<file path="src/rtl/txFaultPkg.sv">
package txFaultPkg;
  typedef struct packed {
    logic sampleLatch;
    logic clearFlags;
  } ctrlStrobes_t;
endpackage

</file>
<file path="src/rtl/txFaultCtrl.sv">
module txFaultCtrl
  import txFaultPkg::*;
#(
  parameter int SYNC_STAGES = 2
) (
  input  logic         clk,
  input  logic         rstN,
  input  logic         sampleValid,
  input  logic         txDisable,
  output ctrlStrobes_t strobes
);
  logic [SYNC_STAGES-1:0] syncChain;
  logic txdPrev;

  generate
    for (genvar i = 0; i < SYNC_STAGES; i++) begin : g_sync
      if (i == 0) begin : g_first
        always_ff @(posedge clk or negedge rstN)
          if (!rstN) syncChain[0] <= 1'b0;
          else       syncChain[0] <= txDisable;
      end else begin : g_next
        always_ff @(posedge clk or negedge rstN)
          if (!rstN) syncChain[i] <= 1'b0;
          else       syncChain[i] <= syncChain[i-1];
      end
    end
  endgenerate

  always_ff @(posedge clk or negedge rstN)
    if (!rstN) txdPrev <= 1'b0;
    else       txdPrev <= syncChain[SYNC_STAGES-1];

  always_comb begin
    strobes.clearFlags  = syncChain[SYNC_STAGES-1] & ~txdPrev;
    strobes.sampleLatch = sampleValid;
  end

  // a disable event is a single-cycle pulse
  p_clear_pulse_r5: assert property (@(posedge clk) disable iff (!rstN)
    strobes.clearFlags |=> !strobes.clearFlags);
endmodule

</file>
<file path="src/rtl/txFaultDatapath.sv">
module txFaultDatapath
  import txFaultPkg::*;
#(
  parameter int SAMPLE_W = 12,
  parameter int SLOW_W   = 8
) (
  input  logic                clk,
  input  logic                rstN,
  input  ctrlStrobes_t        strobes,
  input  logic [SAMPLE_W-1:0] biasSample,
  input  logic [SAMPLE_W-1:0] powerSample,
  input  logic [SAMPLE_W-1:0] biasHiLimit,
  input  logic [SAMPLE_W-1:0] powerHiLimit,
  input  logic [SAMPLE_W-1:0] powerLoLimit,
  input  logic [SLOW_W-1:0]   slowAlarms,
  input  logic [SLOW_W-1:0]   slowEnables,
  input  logic                shutdownSig,
  output logic                faultInt,
  output logic [7:0]          statusOne,
  output logic [7:0]          statusTwo
);
  logic hiBias, hiPower, loPower;
  logic biasOver, powerOver, powerUnder;
  logic slowHit;

  assign biasOver   = biasSample > biasHiLimit;
  assign powerOver  = powerSample > powerHiLimit;
  assign powerUnder = powerSample < powerLoLimit;

  always_ff @(posedge clk or negedge rstN) begin
    if (!rstN) begin
      hiBias  <= 1'b0;
      hiPower <= 1'b0;
      loPower <= 1'b0;
    end else if (strobes.clearFlags) begin
      hiBias  <= 1'b0;
      hiPower <= 1'b0;
      loPower <= 1'b0;
    end else if (strobes.sampleLatch) begin
      hiBias  <= hiBias  | biasOver;
      hiPower <= hiPower | powerOver;
      loPower <= loPower | powerUnder;
    end
  end

  assign slowHit  = |(slowAlarms & slowEnables);
  assign faultInt = slowHit | hiBias | hiPower | loPower;

  always_comb begin
    statusOne    = '0;
    statusOne[2] = faultInt;
    statusOne[1] = shutdownSig;
    statusOne[0] = faultInt;
    statusTwo    = '0;
    statusTwo[3] = hiBias;
    statusTwo[1] = hiPower;
    statusTwo[0] = loPower;
  end

  p_clear_wins_r5: assert property (@(posedge clk) disable iff (!rstN)
    strobes.clearFlags |=> (statusTwo == 8'h00));

  p_bias_set_r1: assert property (@(posedge clk) disable iff (!rstN)
    (strobes.sampleLatch && !strobes.clearFlags && biasOver) |=> hiBias);

  p_sticky_r4: assert property (@(posedge clk) disable iff (!rstN)
    (!strobes.clearFlags && (hiBias || hiPower || loPower))
      |=> ((statusTwo & $past(statusTwo)) == $past(statusTwo)));

  p_reserved_zero_r8: assert property (@(posedge clk) disable iff (!rstN)
    statusOne[7:3] == 5'd0 && statusTwo[7:4] == 4'd0 && statusTwo[2] == 1'b0);
endmodule

</file>
<file path="src/rtl/txFaultAgg.sv">
module txFaultAgg
  import txFaultPkg::*;
#(
  parameter int SAMPLE_W    = 12,
  parameter int SLOW_W      = 8,
  parameter int SYNC_STAGES = 2
) (
  input  logic                clk,
  input  logic                rstN,
  input  logic                sampleValid,
  input  logic [SAMPLE_W-1:0] biasSample,
  input  logic [SAMPLE_W-1:0] powerSample,
  input  logic [SAMPLE_W-1:0] biasHiLimit,
  input  logic [SAMPLE_W-1:0] powerHiLimit,
  input  logic [SAMPLE_W-1:0] powerLoLimit,
  input  logic [SLOW_W-1:0]   slowAlarms,
  input  logic [SLOW_W-1:0]   slowEnables,
  input  logic                shutdownSig,
  input  logic                txDisable,
  output logic                faultOe,
  output logic [7:0]          statusOne,
  output logic [7:0]          statusTwo
);
  ctrlStrobes_t strobes;
  logic faultInt;

  txFaultCtrl #(.SYNC_STAGES(SYNC_STAGES)) i_ctrl (
    .clk(clk), .rstN(rstN), .sampleValid(sampleValid),
    .txDisable(txDisable), .strobes(strobes)
  );

  txFaultDatapath #(.SAMPLE_W(SAMPLE_W), .SLOW_W(SLOW_W)) i_dp (
    .clk(clk), .rstN(rstN), .strobes(strobes),
    .biasSample(biasSample), .powerSample(powerSample),
    .biasHiLimit(biasHiLimit), .powerHiLimit(powerHiLimit),
    .powerLoLimit(powerLoLimit), .slowAlarms(slowAlarms),
    .slowEnables(slowEnables), .shutdownSig(shutdownSig),
    .faultInt(faultInt), .statusOne(statusOne), .statusTwo(statusTwo)
  );

  assign faultOe = ~faultInt;

  p_oe_tracks_r7: assert property (@(posedge clk) disable iff (!rstN)
    faultOe == !statusOne[2]);
endmodule

</file>
<file path="config.mk">
export PLATFORM = sky130hd
export DESIGN_NAME = txFaultAgg
export DESIGN_NICKNAME = d
export VERILOG_FILES = /design/src/rtl/txFaultPkg.sv /design/src/rtl/txFaultCtrl.sv /design/src/rtl/txFaultDatapath.sv /design/src/rtl/txFaultAgg.sv
export SDC_FILE = /design/constraint.sdc
export NUM_CORES = 1
export LEC_CHECK = 0
export BUFFER_PORTS_ARGS = -buffer_cell sky130_fd_sc_hd__buf_2
export CORE_UTILIZATION = 40
export DETAILED_ROUTE_END_ITERATION = 12
export GPL_TIMING_DRIVEN = 1
export PLACE_DENSITY = 0.89
export SYNTH_ARGS = -nofsm -noshare
export SYNTH_HDL_FRONTEND = slang
export SYNTH_SLANG_ARGS = --single-unit
</file>
<file path="constraint.sdc">
create_clock -name clk -period 1.7 [get_ports clk]
set_input_delay 0.255 -clock clk [delete_from_list [all_inputs] [get_ports clk]]
set_output_delay 0.255 -clock clk [all_outputs]
set_load 0.1 [all_outputs]
</file>
==> results of run 1 <==
[per-stage QoR]
step	cell area (sq um)	setup TNS, ns	utilization	total power [mW]	hold slack (ns)
6_report	1720	-0.296	0.602	0.836	0.117
5_1_grt	1720	-0.469	0.602	0.924	0.0881
3_3_place_gp	1670	0	0.586	0.696	0.0793
2_1_floorplan	1290	0	-	0.583	-0.0406
3_5_place_dp	1670	0	0.586	0.707	0.0839
4_1_cts	1720	-0.335	0.602	0.845	0.107
[cells by family after synthesis]
group                    Yosys count
AO/OA/AOI/OAI                     36
adder cells (fa/ha/maj)           35
other                              1
flip-flops                         6
AND/OR/NAND/NOR                   29
buffers and inverters             55
[worst max-delay path: stages (launching register included)]
cell     delay (ns)
dfrtp_1        0.36
or3_1          0.36
or3_4          0.37
inv_4          0.07
buf_12         0.16
[cell usage after synthesis, drive strengths merged, types with 2 or more instances]
cell    instances  share of area
a211oi          2          0.012
a21oi          13          0.052
a22oi           4          0.024
a31oi           2          0.010
buf            16          0.096
dfrtp           6           0.12
ha             35           0.35
inv            39           0.12
nand2           9          0.027
nand2b          3          0.015
nand3           3          0.012
nand4           6          0.030
nor2b           2          0.010
o21ai           6          0.024
or3             2          0.014
[worst paths after layout]
path                                          start                   to  slack (ns)
worst max-delay path                   i_dp.loPower              faultOe       -0.12
worst min-delay path                      txDisable  i_ctrl.syncChain[0]        0.12
worst max register to register         i_dp.loPower         i_dp.loPower        0.55
min in group asynchronous                      rstN  i_ctrl.syncChain[0]        0.36
max in group asynchronous                      rstN         i_dp.hiPower        1.20
worst min register to register  i_ctrl.syncChain[0]  i_ctrl.syncChain[1]        0.35
[registers in the layout, summed over array words and instances (netlist names)]
register	count
i_ctrl.syncChain	2
i_ctrl.txdPrev	1
i_dp.hiPower	1
i_dp.hiBias	1
i_dp.loPower	1
[power by group through the flow]
stage / Sequential (mW) / Clock, mW / Combinational (mW)
after floorplan: 0.168 / 0 / 0.415
after global placement: 0.165 / 0 / 0.532
after detailed placement: 0.165 / 0 / 0.542
after CTS: 0.163 / 0.133 / 0.549
after global routing: 0.164 / 0.154 / 0.606
final: 0.163 / 0.128 / 0.545
[timing repair]
action	in CTS	in global routing
setup endpoints to repair	3	3
resized for setup	4	0
buffers inserted	0	0
pin swaps	2	0
hold buffers	1	0
endpoints found under the hold margin	6	0
[final cells by class]
type / instances / share of cell area
Tap cell: 31 / 0.0226
Inverter: 39 / 0.0867
Timing Repair Buffer: 89 / 0.283
Sequential cell: 6 / 0.0874
Multi-Input combinational cell: 110 / 0.508
Clock buffer: 3 / 0.0131
[metal layers]
metal	up-vias	wire [um]	global-route usage
li1	705	-	-
met1	573	1140	0.184
met2	55	1330	0.337
met3	2	203	0.0536
met4	0	8	0.0476
met5	-	0	0
==> flow_summary.ini, run 1 <==
[power]
vdd_drop_max_uv = 358
switching_share = 0.487
p_switching_mw = 0.407
p_leak_nw = 1.08
combPwrFrac = 0.652
intPower_mw = 0.429
seqPwrFrac = 0.195
pwr-share-clk = 0.153
power.density_mw_per_mm2 = 487

[routing]
routed_wl_mm = 2.69
dr.first_iter.drc_count = 25
wl_per_cell_um = 9.66
first_pass_iters = 9
drt-vias-per-instance = 4.80
ant_nets = 0
via_count = 1335
drc = 9

[setup_path]
ff2ff_path_depth = 5
worstPathRequired_ns = 1.44
critPathCaptureType = output pin
cp_max_fo = 3
startpoint_type = register
arrival_ns = 1.56
crit_type = reg -> out

[clock_network]
cts_tree = yes
clockBufferDepth = 2
cts.clk_slew.worst_paths_ns = 0.04
clock_latency_ns = 0.24
clock-sinks = 6
h-tree-depth = 1
cts_buffers = 3
cts_root_buffer = clkbuf_4

[global_route]
grt_pass1_vias = 1271
grt_overflow = 0
grt_start_max_net_pins = 7
grt_pass1_wl_mm = 4.61
grt_usage = 0.176
antenna_found_initial = 0

[sta]
rsz0062_at_grt = true
clock_skew_ns = 0.00317
setup_ws_ns = -0.119
hold_viol = 0
setup_viol = 3
layout_min_cycle_time_ns = 1.82
slew_violations = 0
min_period_over_period = 1.07
max_freq_ghz = 0.550

[yosys]
synth.distinct_cells = 31
synth_cells = 162
synth_fa_ha_area_frac = 0.349
ys_ff_latch = 6
syn_avg_cell_area_sq_um = 7.75
yosysSeqAreaShare = 0.120
muxShareOfSynthArea = 0
async_flop_share = 1.00
synth_compound_area_frac = 0.186
synth_xor_area_frac = 0
synth-main-ff-cell = dfrtp_1
synth_top_family_by_area = adder cells
yosysWarnings = 0
synth_edf_count = 0
synth-simple-area-share = 0.130
synth_area_sq_mm = 0.00125

[layout]
layout_common_cells = 82 x buf_2, 38 x inv_1, 35 x ha_1
syn2layout_area_growth_pct = 36.9
diodes = 0
n_fill_cell = 269
regArea_sq_um = 150
drive_gt1_frac = 0.389
multi_input_area_sq_um = 872
layout_commonest_cell = buf_2
fin_cells = 278
layout.nets = 365

[floorplan]
die_x_um = 58.0
die_area_sq_mm = 0.00337
io_pins = 98
core.rowCount = 19
dieHeight_um = 58.0
start_util = 0.440
core_sq_mm = 0.00285

[min_path]
min_path_cells = 1
hold_class = in -> reg

[placement]
hpwl_mm = 2.50
io_buffers = 85
place.gp.congestion = 0.752
place_ws_ns = 0.00458
place_inst = 274

[outcome]
outcome = finished, violations left
violations = DRC, setup timing

[job]
drv_cap = 0
Power figures use the tool's default switching activity.
==> inputs of run 2 (changes only) <==
--- a/config.mk
+++ b/config.mk
@@ -9,6 +9,7 @@
 export CORE_UTILIZATION = 40
 export DETAILED_ROUTE_END_ITERATION = 12
 export GPL_TIMING_DRIVEN = 1
+export MAX_ROUTING_LAYER = met4
 export PLACE_DENSITY = 0.89
 export SYNTH_ARGS = -nofsm -noshare
 export SYNTH_HDL_FRONTEND = slang
==> flow_summary.ini, run 2 (synthesis results as in run 1) <==
[outcome]
outcome = finished, violations left
violations = DRC, setup timing

[layout]
diodes = 0
layout.nets = 365
drive_gt1_frac = 0.389
n_fill_cell = 269
top_register = i_ctrl.syncChain
final_util = 0.602
layout_common_cells = 82 x buf_2, 38 x inv_1, 35 x ha_1
multi_input_area_sq_um = 872
largest_register_ffs = 2
syn2layout_area_growth_pct = 36.9
layout_commonest_cell = buf_2
regArea_sq_um = 150

[power]
power_mw = 0.835
power.density_mw_per_mm2 = 486
vdd_drop_max_uv = 358
p_leak_nw = 1.08

[global_route]
grt_pass1_vias = 1276
grt_start_max_net_pins = 7
antenna_found_initial = 0
grt_usage = 0.181
grt_overflow = 0
grt_pass1_wl_mm = 4.60

[min_path]
hold_start = txDisable
min_path_cells = 1
hold_end = i_ctrl.syncChain[0]
hold_class = in -> reg

[setup_path]
startpoint_type = register
ff2ff_path_depth = 5
max_stage_delay_ns = 0.37
r2r_start = i_dp.loPower
worstPathRequired_ns = 1.44
arrival_ns = 1.56
path_cells = or3_1, or3_4, inv_4, buf_12
critPathCaptureType = output pin
crit_type = reg -> out
r2r_slack_ns = 0.55
r2r-end = i_dp.loPower
cp_max_fo = 3
cpMaxStageDelayCell = or3_4

[clock_network]
cts.clk_slew.worst_paths_ns = 0.04
clock-sinks = 6
cts_tree = yes
cts_root_buffer = clkbuf_4
clockBufferDepth = 2
clock_latency_ns = 0.24
cts_buffers = 3
h-tree-depth = 1

[sta]
setup_viol = 3
clock_skew_ns = 0.00318
slew_violations = 0
min_period_over_period = 1.07
rsz0062_at_grt = true
max_freq_ghz = 0.550
setup_ws_ns = -0.118
layout_min_cycle_time_ns = 1.82
hold_viol = 0

[floorplan]
die_area_sq_mm = 0.00337
io_pins = 98
start_util = 0.440
core.rowCount = 19
dieHeight_um = 58.0
core_sq_mm = 0.00285
die_x_um = 58.0

[routing]
ant_nets = 0
first_pass_iters = 9
routed_wl_mm = 2.69
drt-vias-per-instance = 4.81
dr.first_iter.drc_count = 25
drc = 9
wl_per_cell_um = 9.67
via_count = 1336

[placement]
hpwl_mm = 2.50
io_buffers = 85
place.gp.congestion = 0.762

[job]
drv_cap = 0
## run 2: cell counts in the layout (fill, tap and decap cells not counted)
Identical to the previous run, type by type.
## run 2: timing repair
| item | CTS | global route |
|---|---|---|
| hold buffers | 1 | 0 |
| pin swaps | 2 | 0 |
| resized for setup | 4 | 0 |
| hold endpoints to repair | 6 | 0 |
| buffers inserted | 0 | 0 |
| setup endpoints to repair | 3 | 3 |
## run 2: area by class of cell
type                            count  area share
Multi-Input combinational cell    110       0.508
Tap cell                           31      0.0226
Clock buffer                        3      0.0131
Inverter                           39      0.0867
Timing Repair Buffer               89       0.283
Sequential cell                     6      0.0874
## run 2: worst max path at each step
stage	start	endpoint
after floorplan	i_dp.hiBias	statusOne[0]
after global placement	i_dp.hiBias	statusOne[0]
after detailed placement	i_dp.hiBias	statusOne[0]
after CTS	i_dp.loPower	faultOe
after global routing	i_dp.loPower	faultOe
final	i_dp.loPower	faultOe
## run 2: critical path: cells and delay by family (launching register included)
| family | cells | cell delay (ns) |
|---|---|---|
| simple gates | 2 | 0.73 |
| flops | 1 | 0.36 |
| buf+inv | 2 | 0.23 |
## run 2: metrics by stage
step / std cells / setup TNS (ns) / hold slack, ns / cell area [sq um] / setup WS [ns]
after floorplan: 171 / 0 / -0.0406 / 1290 / 0.0626
after global placement: 274 / 0 / 0.0793 / 1670 / 0.0148
after detailed placement: 274 / 0 / 0.0839 / 1670 / 0.00458
after CTS: 278 / -0.335 / 0.107 / 1720 / -0.133
after global routing: 278 / -0.469 / 0.0881 / 1720 / -0.181
final: 278 / -0.293 / 0.118 / 1720 / -0.118
## run 2: metal layers
metal,global-route usage,vias to the layer above,wire length [um]
li1,-,706,-
met1,0.184,573,1140
met2,0.337,55,1330
met3,0.0536,2,207
met4,0.0476,0,11
met5,-,-,0
## run 2: power breakdown
group / total, mW / internal [mW] / switching (mW)
clock network: 0.127 / 0.0796 / 0.0476
registers: 0.163 / 0.158 / 0.00540
logic: 0.545 / 0.191 / 0.354
total: 0.835 / 0.429 / 0.407
